**src/rtl/pfce_pkg.sv**
```systemverilog
package pfce_pkg;

  // Control phases of the gating controller
  typedef enum logic [1:0] {
    PF_LOCK    = 2'd0,  // protected, supply not good
    PF_RECOVER = 2'd1,  // protected, counting the recovery hold
    PF_PASS    = 2'd2,  // steering chip-enable to the selected bank
    PF_GRACE   = 2'd3   // fault seen, letting an active access finish
  } pf_state_e;

  // Effective cycle count of a timeout, optionally scaled for simulation
  function automatic int unsigned scale_cycles(input int unsigned base,
                                               input bit fast,
                                               input int unsigned div);
    int unsigned r;
    r = fast ? (base / ((div == 0) ? 1 : div)) : base;
    if (r == 0) r = 1;
    return r;
  endfunction

  // Counter width able to hold values up to max(a,b)-1
  function automatic int unsigned cnt_bits(input int unsigned a,
                                           input int unsigned b);
    int unsigned m;
    m = (a > b) ? a : b;
    return (m < 2) ? 1 : $clog2(m);
  endfunction

  // True when bank idx is the one addressed by an active access
  function automatic logic bank_hit(input logic ce_n,
                                    input int unsigned sel,
                                    input int unsigned idx);
    return (!ce_n) && (sel == idx);
  endfunction

  // Phases in which the status bit reports forced protection
  function automatic logic is_protect(input pf_state_e s);
    return (s == PF_LOCK) || (s == PF_RECOVER);
  endfunction

endpackage

```
**src/rtl/pfce_sync.sv**
```systemverilog
module pfce_sync #(
  parameter int unsigned STAGES = 2
) (
  input  logic clk,
  input  logic rst,
  input  logic d,
  output logic q
);
  generate
    if (STAGES <= 1) begin : g_single
      logic r1;
      always_ff @(posedge clk) begin
        if (rst) r1 <= 1'b0;
        else     r1 <= d;
      end
      assign q = r1;
    end else begin : g_chain
      logic [STAGES-1:0] chain;
      always_ff @(posedge clk) begin
        if (rst) chain <= '0;
        else     chain <= {chain[STAGES-2:0], d};
      end
      assign q = chain[STAGES-1];
    end
  endgenerate
endmodule

```
**src/rtl/pfce_seq.sv**
```systemverilog
module pfce_seq
  import pfce_pkg::*;
#(
  parameter int unsigned GRACE = 20,
  parameter int unsigned HOLD  = 50,
  parameter int unsigned CNT_W = 6,
  parameter int unsigned SEL_W = 2
) (
  input  logic             clk,
  input  logic             rst,
  input  logic             sup_ok,
  input  logic             ce_n,
  input  logic [SEL_W-1:0] sel,
  output pf_state_e        state_q,
  output logic [SEL_W-1:0] sel_hold_q,
  output logic             ev_fault_hit,
  output logic             ev_grace_timeout,
  output logic             ev_hold_done
);
  localparam logic [CNT_W-1:0] HOLD_LAST  = CNT_W'(HOLD - 1);
  localparam logic [CNT_W-1:0] GRACE_LAST = CNT_W'(GRACE - 1);

  pf_state_e        state_d;
  logic [CNT_W-1:0] cnt_q, cnt_d;
  logic [SEL_W-1:0] sel_hold_d;
  logic             hold_done, grace_done;

  assign hold_done  = (cnt_q == HOLD_LAST);
  assign grace_done = (cnt_q == GRACE_LAST);

  assign ev_fault_hit     = (state_q == PF_PASS) && !sup_ok;
  assign ev_grace_timeout = (state_q == PF_GRACE) && !ce_n && grace_done;
  assign ev_hold_done     = (state_q == PF_RECOVER) && sup_ok && hold_done;

  always_comb begin
    state_d    = state_q;
    cnt_d      = cnt_q;
    sel_hold_d = sel_hold_q;
    case (state_q)
      PF_LOCK: begin
        cnt_d = '0;
        if (sup_ok) state_d = PF_RECOVER;
      end
      PF_RECOVER: begin
        if (!sup_ok) begin
          state_d = PF_LOCK;
          cnt_d   = '0;
        end else if (hold_done) begin
          state_d = PF_PASS;
          cnt_d   = '0;
        end else begin
          cnt_d = cnt_q + 1'b1;
        end
      end
      PF_PASS: begin
        cnt_d = '0;
        if (!sup_ok) begin
          if (!ce_n) begin
            state_d    = PF_GRACE;
            sel_hold_d = sel;
          end else begin
            state_d = PF_LOCK;
          end
        end
      end
      PF_GRACE: begin
        if (ce_n || grace_done) begin
          state_d = PF_LOCK;
          cnt_d   = '0;
        end else begin
          cnt_d = cnt_q + 1'b1;
        end
      end
      default: begin
        state_d = PF_LOCK;
        cnt_d   = '0;
      end
    endcase
  end

  always_ff @(posedge clk) begin
    if (rst) begin
      state_q    <= PF_LOCK;
      cnt_q      <= '0;
      sel_hold_q <= '0;
    end else begin
      state_q    <= state_d;
      cnt_q      <= cnt_d;
      sel_hold_q <= sel_hold_d;
    end
  end
endmodule

```
**src/rtl/pfce_decode.sv**
```systemverilog
module pfce_decode
  import pfce_pkg::*;
#(
  parameter int unsigned SEL_W = 2,
  parameter int unsigned NBANK = 4
) (
  input  pf_state_e        state,
  input  logic             ce_n,
  input  logic [SEL_W-1:0] sel_live,
  input  logic [SEL_W-1:0] sel_hold,
  output logic [NBANK-1:0] bank_en_n
);
  logic             gate_open;
  logic [SEL_W-1:0] eff_sel;

  assign gate_open = (state == PF_PASS) || (state == PF_GRACE);
  assign eff_sel   = (state == PF_GRACE) ? sel_hold : sel_live;

  generate
    for (genvar g = 0; g < NBANK; g++) begin : g_bank
      assign bank_en_n[g] = gate_open
                          ? !bank_hit(ce_n, int'(unsigned'(eff_sel)), g)
                          : 1'b1;
    end
  endgenerate
endmodule

```
**src/rtl/pfce_gate.sv**
```systemverilog
module pfce_gate
  import pfce_pkg::*;
#(
  parameter int unsigned GRACE_CYC = 10000,
  parameter int unsigned HOLD_CYC  = 8000000,
  parameter bit          FAST_SIM  = 1'b0,
  parameter int unsigned FAST_DIV  = 1000,
  parameter int unsigned SYNC_STG  = 2,
  parameter int unsigned SEL_W     = 2
) (
  input  logic                    clk,
  input  logic                    rst,
  input  logic                    supply_ok,
  input  logic                    ce_n,
  input  logic [SEL_W-1:0]        bank_sel,
  output logic [(1<<SEL_W)-1:0]   bank_en_n,
  output logic                    wp_active
);
  localparam int unsigned NBANK     = 1 << SEL_W;
  localparam int unsigned GRACE_EFF = scale_cycles(GRACE_CYC, FAST_SIM, FAST_DIV);
  localparam int unsigned HOLD_EFF  = scale_cycles(HOLD_CYC, FAST_SIM, FAST_DIV);
  localparam int unsigned CNT_W     = cnt_bits(GRACE_EFF, HOLD_EFF);

  logic             sup_ok_s;
  pf_state_e        state;
  logic [SEL_W-1:0] sel_hold;
  logic             ev_fault_hit, ev_grace_timeout, ev_hold_done;
  logic             in_pass, in_grace, in_recover;

  pfce_sync #(.STAGES(SYNC_STG)) u_sync (
    .clk (clk),
    .rst (rst),
    .d   (supply_ok),
    .q   (sup_ok_s)
  );

  pfce_seq #(
    .GRACE (GRACE_EFF),
    .HOLD  (HOLD_EFF),
    .CNT_W (CNT_W),
    .SEL_W (SEL_W)
  ) u_seq (
    .clk              (clk),
    .rst              (rst),
    .sup_ok           (sup_ok_s),
    .ce_n             (ce_n),
    .sel              (bank_sel),
    .state_q          (state),
    .sel_hold_q       (sel_hold),
    .ev_fault_hit     (ev_fault_hit),
    .ev_grace_timeout (ev_grace_timeout),
    .ev_hold_done     (ev_hold_done)
  );

  pfce_decode #(.SEL_W(SEL_W), .NBANK(NBANK)) u_dec (
    .state     (state),
    .ce_n      (ce_n),
    .sel_live  (bank_sel),
    .sel_hold  (sel_hold),
    .bank_en_n (bank_en_n)
  );

  assign in_pass    = (state == PF_PASS);
  assign in_grace   = (state == PF_GRACE);
  assign in_recover = (state == PF_RECOVER);
  assign wp_active  = is_protect(state);
endmodule

```
**config.mk**
```make
export PLATFORM = sky130hd
export DESIGN_NAME = pfce_gate
export DESIGN_NICKNAME = d
export VERILOG_FILES = /design/src/rtl/pfce_pkg.sv /design/src/rtl/pfce_sync.sv /design/src/rtl/pfce_seq.sv /design/src/rtl/pfce_decode.sv /design/src/rtl/pfce_gate.sv
export SDC_FILE = /design/constraint.sdc
export NUM_CORES = 1
export LEC_CHECK = 0
export CAP_MARGIN = 20
export CORE_ASPECT_RATIO = 1.75
export CORE_UTILIZATION = 31
export DETAILED_ROUTE_END_ITERATION = 10
export HOLD_SLACK_MARGIN = 0.08
export PLACE_DENSITY_LB_ADDON = 0.05
export SLEW_MARGIN = 20
export SYNTH_ARGS = -nofsm -noshare
export SYNTH_HDL_FRONTEND = slang
export SYNTH_SLANG_ARGS = --single-unit
```
**constraint.sdc**
```tcl
create_clock -name clk -period 2.55 [get_ports clk]
set_input_delay 0.51 -clock clk [delete_from_list [all_inputs] [get_ports clk]]
set_output_delay 0.51 -clock clk [all_outputs]
set_load 0.02 [all_outputs]
```
== Word level (Yosys, flattened, before mapping) ==
Cells that the tools add are included.

* Add/subtract/negate cells: 1
* Bitwise gates (word level): 2
* Muxes and demuxes: 16
* Equal/unequal tests: 12
* Reduce and logical (&&, ||, !) cells: 17

{| class="wikitable"
|+ Operator list
! kind !! number
|-
| $mux W23 || 3
|-
| $pmux W23 S3 || 1
|-
| $add A23 B1 Y23 const B || 1
|-
| $eq A23 B14 Y1 const B || 1
|-
| $eq A23 B23 Y1 const B || 1
|-
| $mux W2 || 7
|-
| $eq A2 B2 Y1 const B || 4
|-
| $pmux W2 S4 || 1
|-
| $logic_not A1 Y1 || 5
|-
| $eq A2 B1 Y1 const B || 2
|-
| $logic_and A1 B1 Y1 || 4
|-
| $logic_not A2 Y1 || 2
|-
| $mux W1 || 4
|-
| $ne A2 B1 Y1 const B || 2
|-
| $reduce_and A4 Y1 || 1
|-
| $logic_or A1 B1 Y1 || 3
|-
| $ne A3 B2 Y1 const B || 1
|-
| $reduce_and A3 Y1 || 1
|-
| $ne A2 B2 Y1 const B || 1
|-
| $not A1 Y1 || 2
|-
| $reduce_or A2 Y1 || 1
|}

* Bits of input ports: 6
* Word-level logic and storage cells: 52
* Bits in registers: 29
* Output and inout port bits: 5

== Depth between registers and ports, before layout ==
Gate-level depths: netlist (run 1).

* Depth in word-level cells: 6
* Mapped depth: 7

== Modules after synthesis ==
A second synthesis (run 1) with hierarchy kept.

* Cell total of the unflattened synthesis: 174
* Area, all modules: 1,498.9 sq um

{| class="wikitable"
|+ By module, submodules not included
! module !! area each (sq um) !! times used !! cells each
|-
| pfce_seq || 1,353.8 || 1 || 158
|-
| pfce_decode || 88.8 || 1 || 11
|-
| pfce_sync || 52.6 || 1 || 4
|-
| pfce_gate || 3.8 || 1 || 1
|}

== Least setup slack after synthesis (run 1) ==
OpenSTA, ideal clock, no wires.

* Path kind: register -> register
* From: register u_seq.cnt_q[0]
* To: register u_seq.cnt_q[10]
* Setup slack: 415 ps
* Buffers on the path: 2
* Arrival time: 1,997 ps
* Data required time: 2,413 ps
* Stages on the path, launching flop included: 8
* Path through: dfxtp_1 ha_1 clkbuf_1 nand4_1 or2_2 o31ai_2 clkbuf_1 a211oi_1

* Longest elaborated chain between the ends: 4
* Elaborated cells on any way between the ends: 8
* Classes of those cells: add/sub: 1; eq/ne: 2; mux: 4; reduce/logical: 1

{| class="wikitable"
|+ Ends and longest elaborated chain
! item !! RTL line !! source
|-
| from (decl) || pfce_seq.sv:24 || <nowiki>logic [CNT_W-1:0] cnt_q, cnt_d;</nowiki>
|-
| from (signal assigned) || pfce_seq.sv:88 || <nowiki>cnt_q <= cnt_d;</nowiki>
|-
| $add A23 B1 Y23 (tied with other cells) || pfce_seq.sv:52, pfce_seq.sv:71 ||
|-
| $mux W23 / $logic_or A1 B1 Y1 (equally long branches) || pfce_seq.sv:48, pfce_seq.sv:67 ||
|-
| $mux W23 (on tied branches) || pfce_seq.sv:45, pfce_seq.sv:67 ||
|-
| $pmux W23 S3 (*) || pfce_seq.sv:39 || <nowiki>case (state_q)</nowiki>
|}

Every way passes the cells marked *; elsewhere a longest branch is shown, timed or not.
A chain may end at the register's enable or synchronous reset.

== Final worst setup path (run 1) ==
* From: input port ce_n
* To: output port bank_en_n[3]

* Longest elaborated chain between the ends: 4

{| class="wikitable"
|+ Ends and longest elaborated chain
! item !! RTL line !! source
|-
| from (decl) || pfce_gate.sv:14 || <nowiki>input logic ce_n,</nowiki>
|-
| $logic_not A1 Y1 || pfce_pkg.sv:33 || <nowiki>return (!ce_n) && (sel == idx);</nowiki>
|-
| $logic_and A1 B1 Y1 || pfce_pkg.sv:33 ||
|-
| $logic_not A1 Y1 || pfce_decode.sv:22 || <nowiki>? !bank_hit(ce_n, int'(unsigned'(eff_sel)), g)</nowiki>
|-
| $mux W1 || pfce_decode.sv:22 ||
|-
| to (decl) || pfce_gate.sv:16 || <nowiki>output logic [(1<<SEL_W)-1:0] bank_en_n,</nowiki>
|}

No other way between the ends.

==> results of run 1 <==
power by group through the flow:
stage	Sequential (W)	Combinational [W]	Clock, W
finish	0.000469	0.0000805	0.000422
global route	0.000471	0.0000877	0.000451
detailed placement	0.000479	0.0000808	0
floorplan	0.000473	0.0000514	0
CTS	0.000469	0.0000809	0.000435
global placement	0.000479	0.0000792	0
metal layers:
layer,vias to the layer above,global-route usage,share of wire
met5,-,0,0
met4,0,0.0732,0.016
met3,6,0.0360,0.023
met2,15,0.277,0.52
met1,709,0.204,0.44
li1,725,-,-
worst paths after layout:
path / from / to / slack (ps)
setup / recovery: ce_n / bank_en_n[3] / 130
hold / removal: u_sync.g_chain.chain[0] / u_sync.g_chain.chain[1] / 440
setup reg to reg: u_seq.cnt_q[2] / u_seq.cnt_q[20] / 340
hold reg to reg: u_sync.g_chain.chain[0] / u_sync.g_chain.chain[1] / 440
final cells by class:
cell class | instances | area, µm² | share of cell area
well taps | 54 | 67.6 | 0.0360
inverters | 7 | 26.3 | 0.0140
multi-input cells | 135 | 945 | 0.504
clock buffers | 7 | 96.3 | 0.0514
repair buffers | 17 | 153 | 0.0814
flip-flops and latches | 29 | 582 | 0.310
clock inverters | 1 | 5.00 | 0.00267
stage by stage:
| stage | util | hold slack (ps) |
|---|---|---|
| final | 0.377 | 445 |
| after global routing | 0.377 | 476 |
| after CTS | 0.376 | 445 |
| after detailed placement | 0.355 | 429 |
| after global placement | 0.355 | 423 |
| after floorplan | - | 414 |
cell families after synthesis:
logic type / count (synthesis)
simple gates: 77
compound gates: 40
flops: 29
buf+inv: 20
xor+xnor: 12
mux: 5
fa+ha+maj: 1
registers in the layout (all words and copies together), names as in the netlist:
name                  count
u_sync.g_chain.chain      2
u_seq.cnt_q              23
u_seq.sel_hold_q          2
u_seq.state_q             2
repair_timing:
item / CTS / global route
endpoints found under the hold margin: 0 / 0
resized for setup: 0 / 2
setup buffers: 0 / 0
hold buffers: 0 / 0
endpoints found under the setup margin: 0 / 3
cell usage in the layout (no fill, tap or decap), types with 2 or more instances in the layout:
master	n
sky130_fd_sc_hd__a211oi_1	15
sky130_fd_sc_hd__a221oi_1	6
sky130_fd_sc_hd__a221oi_2	3
sky130_fd_sc_hd__buf_4	7
sky130_fd_sc_hd__clkbuf_8	7
sky130_fd_sc_hd__clkdlybuf4s50_1	10
sky130_fd_sc_hd__dfxtp_1	28
sky130_fd_sc_hd__inv_1	7
sky130_fd_sc_hd__mux2i_1	4
sky130_fd_sc_hd__nand2_1	14
sky130_fd_sc_hd__nand2b_1	2
sky130_fd_sc_hd__nand3_1	8
sky130_fd_sc_hd__nand4_1	9
sky130_fd_sc_hd__nand4b_1	2
sky130_fd_sc_hd__nor2_1	7
sky130_fd_sc_hd__nor2b_1	3
sky130_fd_sc_hd__nor3_1	10
sky130_fd_sc_hd__nor4_1	4
sky130_fd_sc_hd__o21ai_0	6
sky130_fd_sc_hd__o31ai_1	4
sky130_fd_sc_hd__or2_2	2
sky130_fd_sc_hd__or3_1	4
sky130_fd_sc_hd__or4_1	6
sky130_fd_sc_hd__xnor2_1	9
sky130_fd_sc_hd__xor2_1	3
==> impl_summary.md, run 1 <==
Routing
The remaining design rule violation count is 0. The number of detailed-route iterations in the first pass is 4. The total via count in the routed design is 1455. In this run, the number of DRC markers left after iteration 0 of detailed routing was 62. The post-detailed-route count of antenna-violating nets is 0.

The average vias per placed instance is 5.82. Wires add up to 4090 µm. In the final routed layout, each cell accounts on average for 16.3 µm.

Worst setup path
The most numerous cell on the critical path is sky130_fd_sc_hd__clkdlybuf4s50_1. The data arrival time at the worst-slack endpoint is 1910 ps. The number of cell instances on the worst register-to-register path is 4.

The kind of cell with the highest combined delay along the critical path is buffers and inverters. The critical setup path kind is primary input to output pin. The launching element type of the critical path is a primary input.

The worst endpoint required time is 2040 ps. In this run the worst path has a maximum fanout of 3. In this design, the stage delay of the slowest critical-path cell is 600 ps.

The worst setup path is captured at an output pin. Walking the worst path, the cells encountered are clkdlybuf4s50_1, nand2b_1, nor2_1, nand2_1, clkdlybuf4s50_1. The number of cells on the critical path is 5. Among all stages on the critical path, the largest delay is contributed by sky130_fd_sc_hd__clkdlybuf4s50_1.

The worst path buffer plus inverter count is 2.

Place
The total instance count after detailed placement is 242. The count of buffers from port buffering is 10. Timing analysis after detailed placement gives a worst setup slack of 127 ps. The total cell area at the placement stage is 1770 µm².

The final weighted congestion in routability-driven placement is 0.724. After legalization and detailed placement, the total HPWL measured 2900 µm.

Yosys
The cell accounting for the most synthesized area is sky130_fd_sc_hd__dfxtp_1. Each instance of the synthesized netlist takes up on average 8.72 µm². In the synthesized netlist the dominant register cell turns out to be sky130_fd_sc_hd__dfxtp_1.

When the netlist entered floorplanning its net count stood at 191. The number of distinct library cells after synthesis is 38. The share of flip-flops with an asynchronous set or reset after synthesis is 0. The combinational family with the most area after synthesis is simple AND/OR/NAND/NOR gates. Synthesis inferred 29 register bits. The share of the Yosys chip area taken by registers is 0.362. The most frequently used cell type in the post-synthesis netlist is sky130_fd_sc_hd__dfxtp_1. Of the total synthesized cell area, the portion taken by AND, OR, NAND and NOR gates is 0.278. Measured against the total synthesized area, the mux share comes to 0.0320.

The post-synthesis cell area is 1610 µm². The number of flops mapped to enable cells by yosys is 0. Sorting the synthesized cells by area gives the leading types as sky130_fd_sc_hd__dfxtp_1, sky130_fd_sc_hd__a211oi_1, sky130_fd_sc_hd__xnor2_1. The synthesized-area fraction occupied by adder cells is 0.00779. The synthesized netlist cell count is 184. The area share of the largest cell type after synthesis is 0.362.

Of the total synthesized cell area, the portion taken by XOR and XNOR cells is 0.0655. Yosys printed 0 warnings. In the synthesized netlist, the cells that appear most often are sky130_fd_sc_hd__dfxtp_1, sky130_fd_sc_hd__a211oi_1, sky130_fd_sc_hd__nand2_1, sky130_fd_sc_hd__nor3_1. The compound-gate portion of the synthesized area is 0.203.

STA
The count of final max-slew check failures came to 0. The sum of negative setup slack is 0 ps. The worst path needs 2420 ps of the cycle, external delays included. Between clock sinks in the finished design, the worst skew comes to 5.88 ps. Setup repair after global routing left no endpoint under its margin.

For this run, the top clock speed supported by timing is 0.413 GHz. Dividing the final minimum period by the clock period gives 0.950. Setup violations remaining at the end of the flow were counted as 0. The final hold violation count was 0. The least setup slack across all paths after layout is 127 ps. For the pin with the worst max-slew slack, the measured transition is 548 ps. The worst-case headroom to the max-slew limit is 0.631.

Global route
The first global-routing pass estimated 7200 µm of wire. The overall routing resource usage is 0.167. The initial antenna violation count is 0. The largest net degree at the start of global routing is 24. The global-route congestion overflow total is 0. The via count of the first global-routing pass is 1442.

Floorplan
The die covers 5480 µm². The initial utilization of the core area, before any placement, comes to 0.323. The overall die height is 97.2 µm.

The core region is 4980 µm². The die extent in x is 56.4 µm. The count of standard-cell rows is 34.

For this design the top-level I/O count stands at 11.

CTS
Buffers inserted during clock tree synthesis total 5. The worst-case clock buffer depth is 2. The level count of the clock H-tree is 2. For this design, the sink count on the clock tree is 29. The later pin in the worst-skew pair is clocked with a latency of 280 ps.

The cell chosen for the clock root is sky130_fd_sc_hd__clkbuf_8. The clock-pin slew of the registers on the worst-case setup and hold paths is 60 ps. TritonCTS built the clock tree.

Final layout
Once layout is complete, the cells apart from fillers number 250. The finished cells cover 1870 µm². The filler cells instantiated in the layout total 529. The number of antenna diodes is 0. The layout-stage area growth over the synthesis result is 16.8%. After the last flow step, the layout net total stands at 202.

The share of cells above drive strength 1 is 0.143.

Pwr
VDD sags by at most 0.338 mV. The share of total power in the clock network is 0.435. Of the total power, the share spent switching nets is 0.240.

For this design the static power due to leakage is 0.534 nW. For this design the total switching power over the nets is 0.000233 W. The share of total power dissipated in sequential elements is 0.483. Power spread over the standard cell area amounts to 519 nW/µm². After layout, the design draws a total of 0.000972 W. The internal power component is 0.000739 W. Of the total power, combinational logic draws 0.083.

Hold path
The class of the tightest hold or removal check is register to register. Along the worst hold path, the cell count comes to 1.

Flow run
The total of max-cap violations is 0.

Run status
The flow ran to the end, and the final reports show no timing, DRC or antenna violations.
Note: power is estimated with default switching activity, not from simulation.
==> inputs of run 2 (changes only) <==
- CTS_BUF_LIST: default -> sky130_fd_sc_hd__clkbuf_16
- SKIP_LAST_GASP: default -> 1
==> run 2 against run 1 <==
Compared with the run above:
- worst setup slack got worse by 2.5 ps
- via count fell by 1.3%
- critical path type unchanged
- total power rose by 13%
- cell area rose by 1.9%
- global-route usage rose by 0.16 points
==> impl_summary.md, run 2 (same netlist as run 1, synthesis figures left out) <==
Global route
The via count of the first global-routing pass was 1450. The first-pass GRT wire length is 7220 µm. The initial antenna violation count came to 0. The global-route congestion overflow total is 0. Entering global routing, the biggest net connects 24 pins.

The overall routing resource usage is 0.169.

Final layout
Of the cells placed in the final design, the portion with a size suffix greater than 1 is 0.133. The repair_antennas step left the layout with diodes totalling 0. Compared with the post-synthesis result, the final layout area differs by 19.0%. The library cells used most frequently in the layout, excluding fill and tap cells, are sky130_fd_sc_hd__dfxtp_1, sky130_fd_sc_hd__a211oi_1, sky130_fd_sc_hd__nand2_1. The number of fillers in the final layout is 527. The number of flip-flops under the largest register name is 23. The area occupied by multi-input gates is 945 µm². The most common cell after layout, fill and taps aside is sky130_fd_sc_hd__dfxtp_1. The register with the highest flop count is u_seq.cnt_q.

The sequential cell area in the final layout is 582 µm². At the end of the flow, the number of nets in the layout was 202.

Floorplan
The core footprint is 4980 µm². For this configuration, the core starts out at a cell density of 0.323. The boundary pin count is 11. The overall die height is 97.2 µm. The floorplan has 34 rows.

The floorplan step defined a die boundary enclosing 5480 µm². In this run the horizontal extent of the chip is 56.4 µm.

Routing
The final layout contains routed wiring with a total length of 4110 µm. After detailed routing, the number of remaining DRC violations is 0. For this block, the initial DRC count from the detailed router was 48.

The per-cell routed wire length is 16.5 µm. For this run, the detailed router's first-pass iteration total came to 4. The routed layout has 1436 vias. The count of nets left with antenna violations once routing finished came out at 0. The average vias per placed instance is 5.74.

CTS
In this run the clock root is driven by a sky130_fd_sc_hd__clkbuf_16. Clock-pin slew was measured on the worst setup and hold paths at 50 ps. TritonCTS built the clock tree. Buffers inserted to repair hold after CTS numbered 0. The level count of the clock H-tree is 2. The clock insertion delay at the later pin of the skew report is 270 ps.

In this run the deepest clock path goes through 2 buffers. Clock tree synthesis inserted a total of 5 buffers. The tree built by TritonCTS fans out to 29 sinks.

Pwr
The peak ir drop on the vdd network is 0.475 mV. The static leakage is 0.548 nW. The power per cell area is 577 nW/µm².

Worst setup path
The launching element type of the critical path is a primary input. The number of cell instances on the worst register-to-register path is 4. The capturing element type of the critical path is an output pin.

The critical path is of the primary input to output pin type. The peak fanout along the critical path is 3. Data on the critical path arrives at its endpoint at 1920 ps.

The worst endpoint required time is 2040 ps.

Place
After legalization and detailed placement, the total HPWL measured 2900 µm. The final weighted congestion in routability-driven placement is 0.724. The count of buffers added on input and output ports is 10. At the placement stage, the worst setup path has a slack of 127 ps.

STA
The final worst hold slack is 445 ps. Setup repair after global routing left no endpoint under its margin. The transition at the pin with the smallest max-transition slack is 551 ps. The count of final max-slew check failures is 0. The maximum frequency from static timing analysis is 0.412 GHz. Setup violations remaining at the end of the flow were counted as 0.

In this run the tightest slew margin relative to its limit is 0.630. Between clock sinks in the finished design, the worst skew comes to 3.77 ps. For the final routed database, the setup TNS stands at 0 ps. Dividing the final minimum period by the clock period gives 0.951. Setup slack on the critical path of the routed design comes to 124 ps. The final hold violation count came to 0. The time the final worst path needs with I/O delays and setup is 2430 ps.

Flow run
Max-cap violations in this run came to 0.

Hold path
The tightest min-delay check is of the register to register type. Along the worst hold path, the cell count comes to 1.

Run status
The flow ran to the end, and the final reports show no timing, DRC or antenna violations.
run 2: cell types whose count changed in the layout (fill, tap and decap cells not counted):
cell	change
sky130_fd_sc_hd__clkbuf_8	-7
sky130_fd_sc_hd__clkbuf_16	+5
sky130_fd_sc_hd__clkinv_1	+2
run 2: stage by stage:
step | util | std cells | total power, W | instance area (µm²)
2_1_floorplan | - | 184 | 0.000525 | 1610
3_3_place_gp | 0.355 | 242 | 0.000558 | 1770
3_5_place_dp | 0.355 | 242 | 0.000559 | 1770
4_1_cts | 0.383 | 250 | 0.00111 | 1910
5_1_grt | 0.384 | 250 | 0.00114 | 1910
6_report | 0.384 | 250 | 0.00110 | 1910
run 2: layout make-up:
| cell class | instances | area share |
|---|---|---|
| inverters | 7 | 0.0138 |
| clock buffers | 5 | 0.0655 |
| flip-flops and latches | 29 | 0.305 |
| clock inverters | 3 | 0.00655 |
| well taps | 54 | 0.0354 |
| repair buffers | 17 | 0.0799 |
| multi-input cells | 135 | 0.494 |
run 2: report_power, final:
group	internal, W	switching (W)
Sequential	0.000461	0.00000940
Clock	0.000352	0.000200
Combinational	0.0000355	0.0000453
run 2: path summary, 6_finish.rpt:
| check | start | endpoint | slack [ps] |
|---|---|---|---|
| min | u_sync.g_chain.chain[0] | u_sync.g_chain.chain[1] | 440 |
| max reg2reg | u_seq.cnt_q[2] | u_seq.cnt_q[20] | 340 |
| max | ce_n | bank_en_n[3] | 120 |
| min reg2reg | u_sync.g_chain.chain[0] | u_sync.g_chain.chain[1] | 440 |
run 2: what timing repair did:
action,in CTS,in global routing
setup buffers,0,0
gates resized for setup,0,2
setup endpoints to repair,0,3
run 2: worst max-delay path, stage by stage:
cell and delay [ps]:
sky130_fd_sc_hd__clkdlybuf4s50_1 470, sky130_fd_sc_hd__nand2b_1 190, sky130_fd_sc_hd__nor2_1 80, sky130_fd_sc_hd__nand2_1 60, sky130_fd_sc_hd__clkdlybuf4s50_1 600
run 2: routing by layer:
layer / vias to the layer above / GRT usage / routed length [µm]
met4: 0 / 0.0807 / 70
met3: 6 / 0.0360 / 71
met1: 692 / 0.201 / 1810
met2: 11 / 0.281 / 2160
met5: - / 0 / 0
li1: 727 / - / -
==> inputs of run 3 (changes only) <==
- CORE_MARGIN: default -> 2
- HOLD_SLACK_MARGIN: 0.08 -> 0.12
- SLEW_MARGIN: 20 -> default
==> run 3 against run 2 <==
Compared with the run above:
- sequential power about the same
- critical path depth down 1
- worst setup slack better by 1.1 ps
- clock skew about the same
- register-to-register slack about the same
- worst hold slack worse by 0.58 ps
- non-clock buffer count unchanged
- die area up 5.7%
- sequential share of layout area about the same
- clock power down 1%
==> impl_summary.md, run 3 (same netlist as run 1, synthesis figures left out) <==
Run status
The flow ran to the end, and the final reports show no timing, DRC or antenna violations.

Floorplan
The overall die height is 99.2 µm. The floorplan step defined a die boundary enclosing 5790 µm². The boundary pin count is 11. The count of standard-cell rows is 34.

The effective utilization at floorplan is 0.323. The core footprint is 4980 µm². The floorplan step set the die width to 58.4 µm.

Worst setup path
The worst register-to-register path has a depth of 4. The largest stage delay on the critical path is 600 ps. For this design, the slowest cell found on the critical path is sky130_fd_sc_hd__clkdlybuf4s50_1.

The end of the worst register-to-register path is u_seq.cnt_q[20]. The setup path with the least slack is of type register to output pin. The startpoint of the worst register-to-register path is u_seq.cnt_q[2]. Walking the worst path, the cells encountered are nand2_1, mux2_2, nand2_1, clkdlybuf4s50_1. Data on the critical path is required at its endpoint by 2040 ps.

In this run the worst path has a maximum fanout of 11. The capturing element type of the critical path is an output pin. The data arrival time at the worst-slack endpoint is 1910 ps.

The most numerous cell type found on the critical path is sky130_fd_sc_hd__nand2_1. The launching element type of the critical path is a register. The worst reg-to-reg setup slack is 340 ps.

Final layout
The number of antenna diodes in the final layout is 0. The number of flip-flops under the largest register name is 23. From synthesis to final layout, the design area changed by 18.8%.

The register with the highest flop count is u_seq.cnt_q. The number of fillers in the final layout is 505. In the layout the commonest cells are sky130_fd_sc_hd__dfxtp_1, sky130_fd_sc_hd__a211oi_1, sky130_fd_sc_hd__nand2_1. The share of cells above drive strength 1 is 0.122.

The count of cells in the finished layout, fillers not included, comes to 250. After the last flow step, the layout net total stands at 202. The library cell used most frequently in the layout, excluding fill and tap cells, is sky130_fd_sc_hd__dfxtp_1.

STA
The maximum frequency from static timing analysis is 0.412 GHz. The final setup violation count is 0. The worst path in the final design needs a cycle of 2420 ps, including I/O delays and setup. For the pin with the worst max-slew slack, the measured transition is 523 ps. The final worst hold slack is 444 ps.

The final hold violation count was 0. In the final timing run, aggregate negative setup slack is 0 ps. The count of final max-slew check failures was 0. The clock skew is 3.77 ps.

The worst-case headroom to the max-slew limit is 0.648. Dividing the final minimum period by the clock period gives 0.951. Setup repair after global routing left no endpoint under its margin.

CTS
The clock sink count is 29. Clock latency on the worst-skew pair, taken at its later pin, is 270 ps. In this run the post-CTS setup repair buffer count came out at 0. In this run the clock root is driven by a sky130_fd_sc_hd__clkbuf_16. The CTS tree is built.

The cts-stage hold buffer count is 0. Counting the buffers created by CTS gives 5. After clock tree synthesis, the clock-pin slew on the worst setup and hold paths is 50 ps. After clock tree synthesis, the repair step resized 0 gates.

The H-tree generated during clock tree synthesis spans 2 levels. The worst-case clock buffer depth is 2.

Global route
The global-route congestion overflow total is 0. The via count of the first global-routing pass is 1469. The largest net degree at the start of global routing is 24. The initial antenna violation count is 0. The first global-routing pass estimated 6930 µm of wire. Across every metal layer, demand over resource in global routing totals 0.152.

Routing
The number of detailed-route iterations in the first pass is 4. The final route contains 1433 vias. Summed over all layers, the routed wires come to 4020 µm. The average vias per placed instance is 5.73. The per-cell routed wire length is 16.1 µm. The remaining design rule violation count is 0. The count of routing violations after the opening detailed-route iteration is 44. The count of nets left with antenna violations once routing finished came out at 0.

Pwr
The static leakage is 0.547 nW. The peak ir drop on the vdd network is 0.430 mV. For this design the ratio of total power to cell area is 573 nW/µm².

Place
In this run the tool buffered the top-level ports with 10 buffer cells. Once placement completed, the tool counted placed cells totaling 242. The half-perimeter wire length of the detailed placement result is 2900 µm. At the end of routability-driven placement, the weighted congestion stood at 0.789.

Hold path
The endpoint with the worst hold slack is u_sync.g_chain.chain[1]. In this run the most critical hold path is launched from u_sync.g_chain.chain[0]. The min-delay analysis places its worst path in the category register to register. Counting instances, the worst hold path has a depth of 1.

Flow run
The total of max-cap violations is 0.
-- run 3: cell type report --
class / count / area [µm²] / share of cell area
clock buffer: 5 / 125 / 0.0656
tap: 54 / 67.6 / 0.0354
sequential: 29 / 581 / 0.304
inverter: 7 / 26.3 / 0.0138
timing repair buffer: 17 / 153 / 0.0801
clock inverter: 3 / 12.5 / 0.00656
multi-input combinational: 135 / 942 / 0.494
-- run 3: worst max path at each step --
| stage | start | to | depth (start not counted) |
|---|---|---|---|
| final | u_seq.state_q[0] | bank_en_n[3] | 4 |
| after global routing | u_seq.state_q[0] | bank_en_n[3] | 4 |
| after CTS | u_seq.state_q[0] | bank_en_n[1] | 4 |
| after detailed placement | bank_sel[1] | bank_en_n[1] | 5 |
| after global placement | bank_sel[0] | bank_en_n[3] | 4 |
| after floorplan | u_seq.cnt_q[0] | u_seq.cnt_q[10] | 7 |
-- run 3: through the flow --
stage	worst slack, ps	area [µm²]	power (W)	util
final	125	1910	0.00109	0.383
after global routing	9.86	1910	0.00114	0.383
after CTS	111	1910	0.00111	0.383
after detailed placement	128	1770	0.000559	0.355
after global placement	158	1770	0.000558	0.355
after floorplan	415	1610	0.000525	-
-- run 3: critical path, delay by kind of cell, from the launching register on --
kind	cells	cell delay, ps
simple gates	2	210
flops	1	530
buf+inv	1	600
mux	1	300
-- run 3: metal layers --
layer	share of wire	track usage	wire length [µm]	vias to the layer above
met5	0	0	0	-
met4	0.0090	0.0751	36	0
met3	0.018	0.0377	74	2
met2	0.55	0.260	2190	14
met1	0.43	0.170	1710	693
li1	-	-	-	724
-- run 3: power breakdown --
part | internal [W] | switching (W) | leakage [nW] | total (W)
clock | 0.000352 | 0.000192 | 0.0687 | 0.000544
sequential | 0.000460 | 0.00000936 | 0.234 | 0.000470
combinational | 0.0000352 | 0.0000441 | 0.244 | 0.0000793
total | 0.000847 | 0.000245 | 0.547 | 0.00109
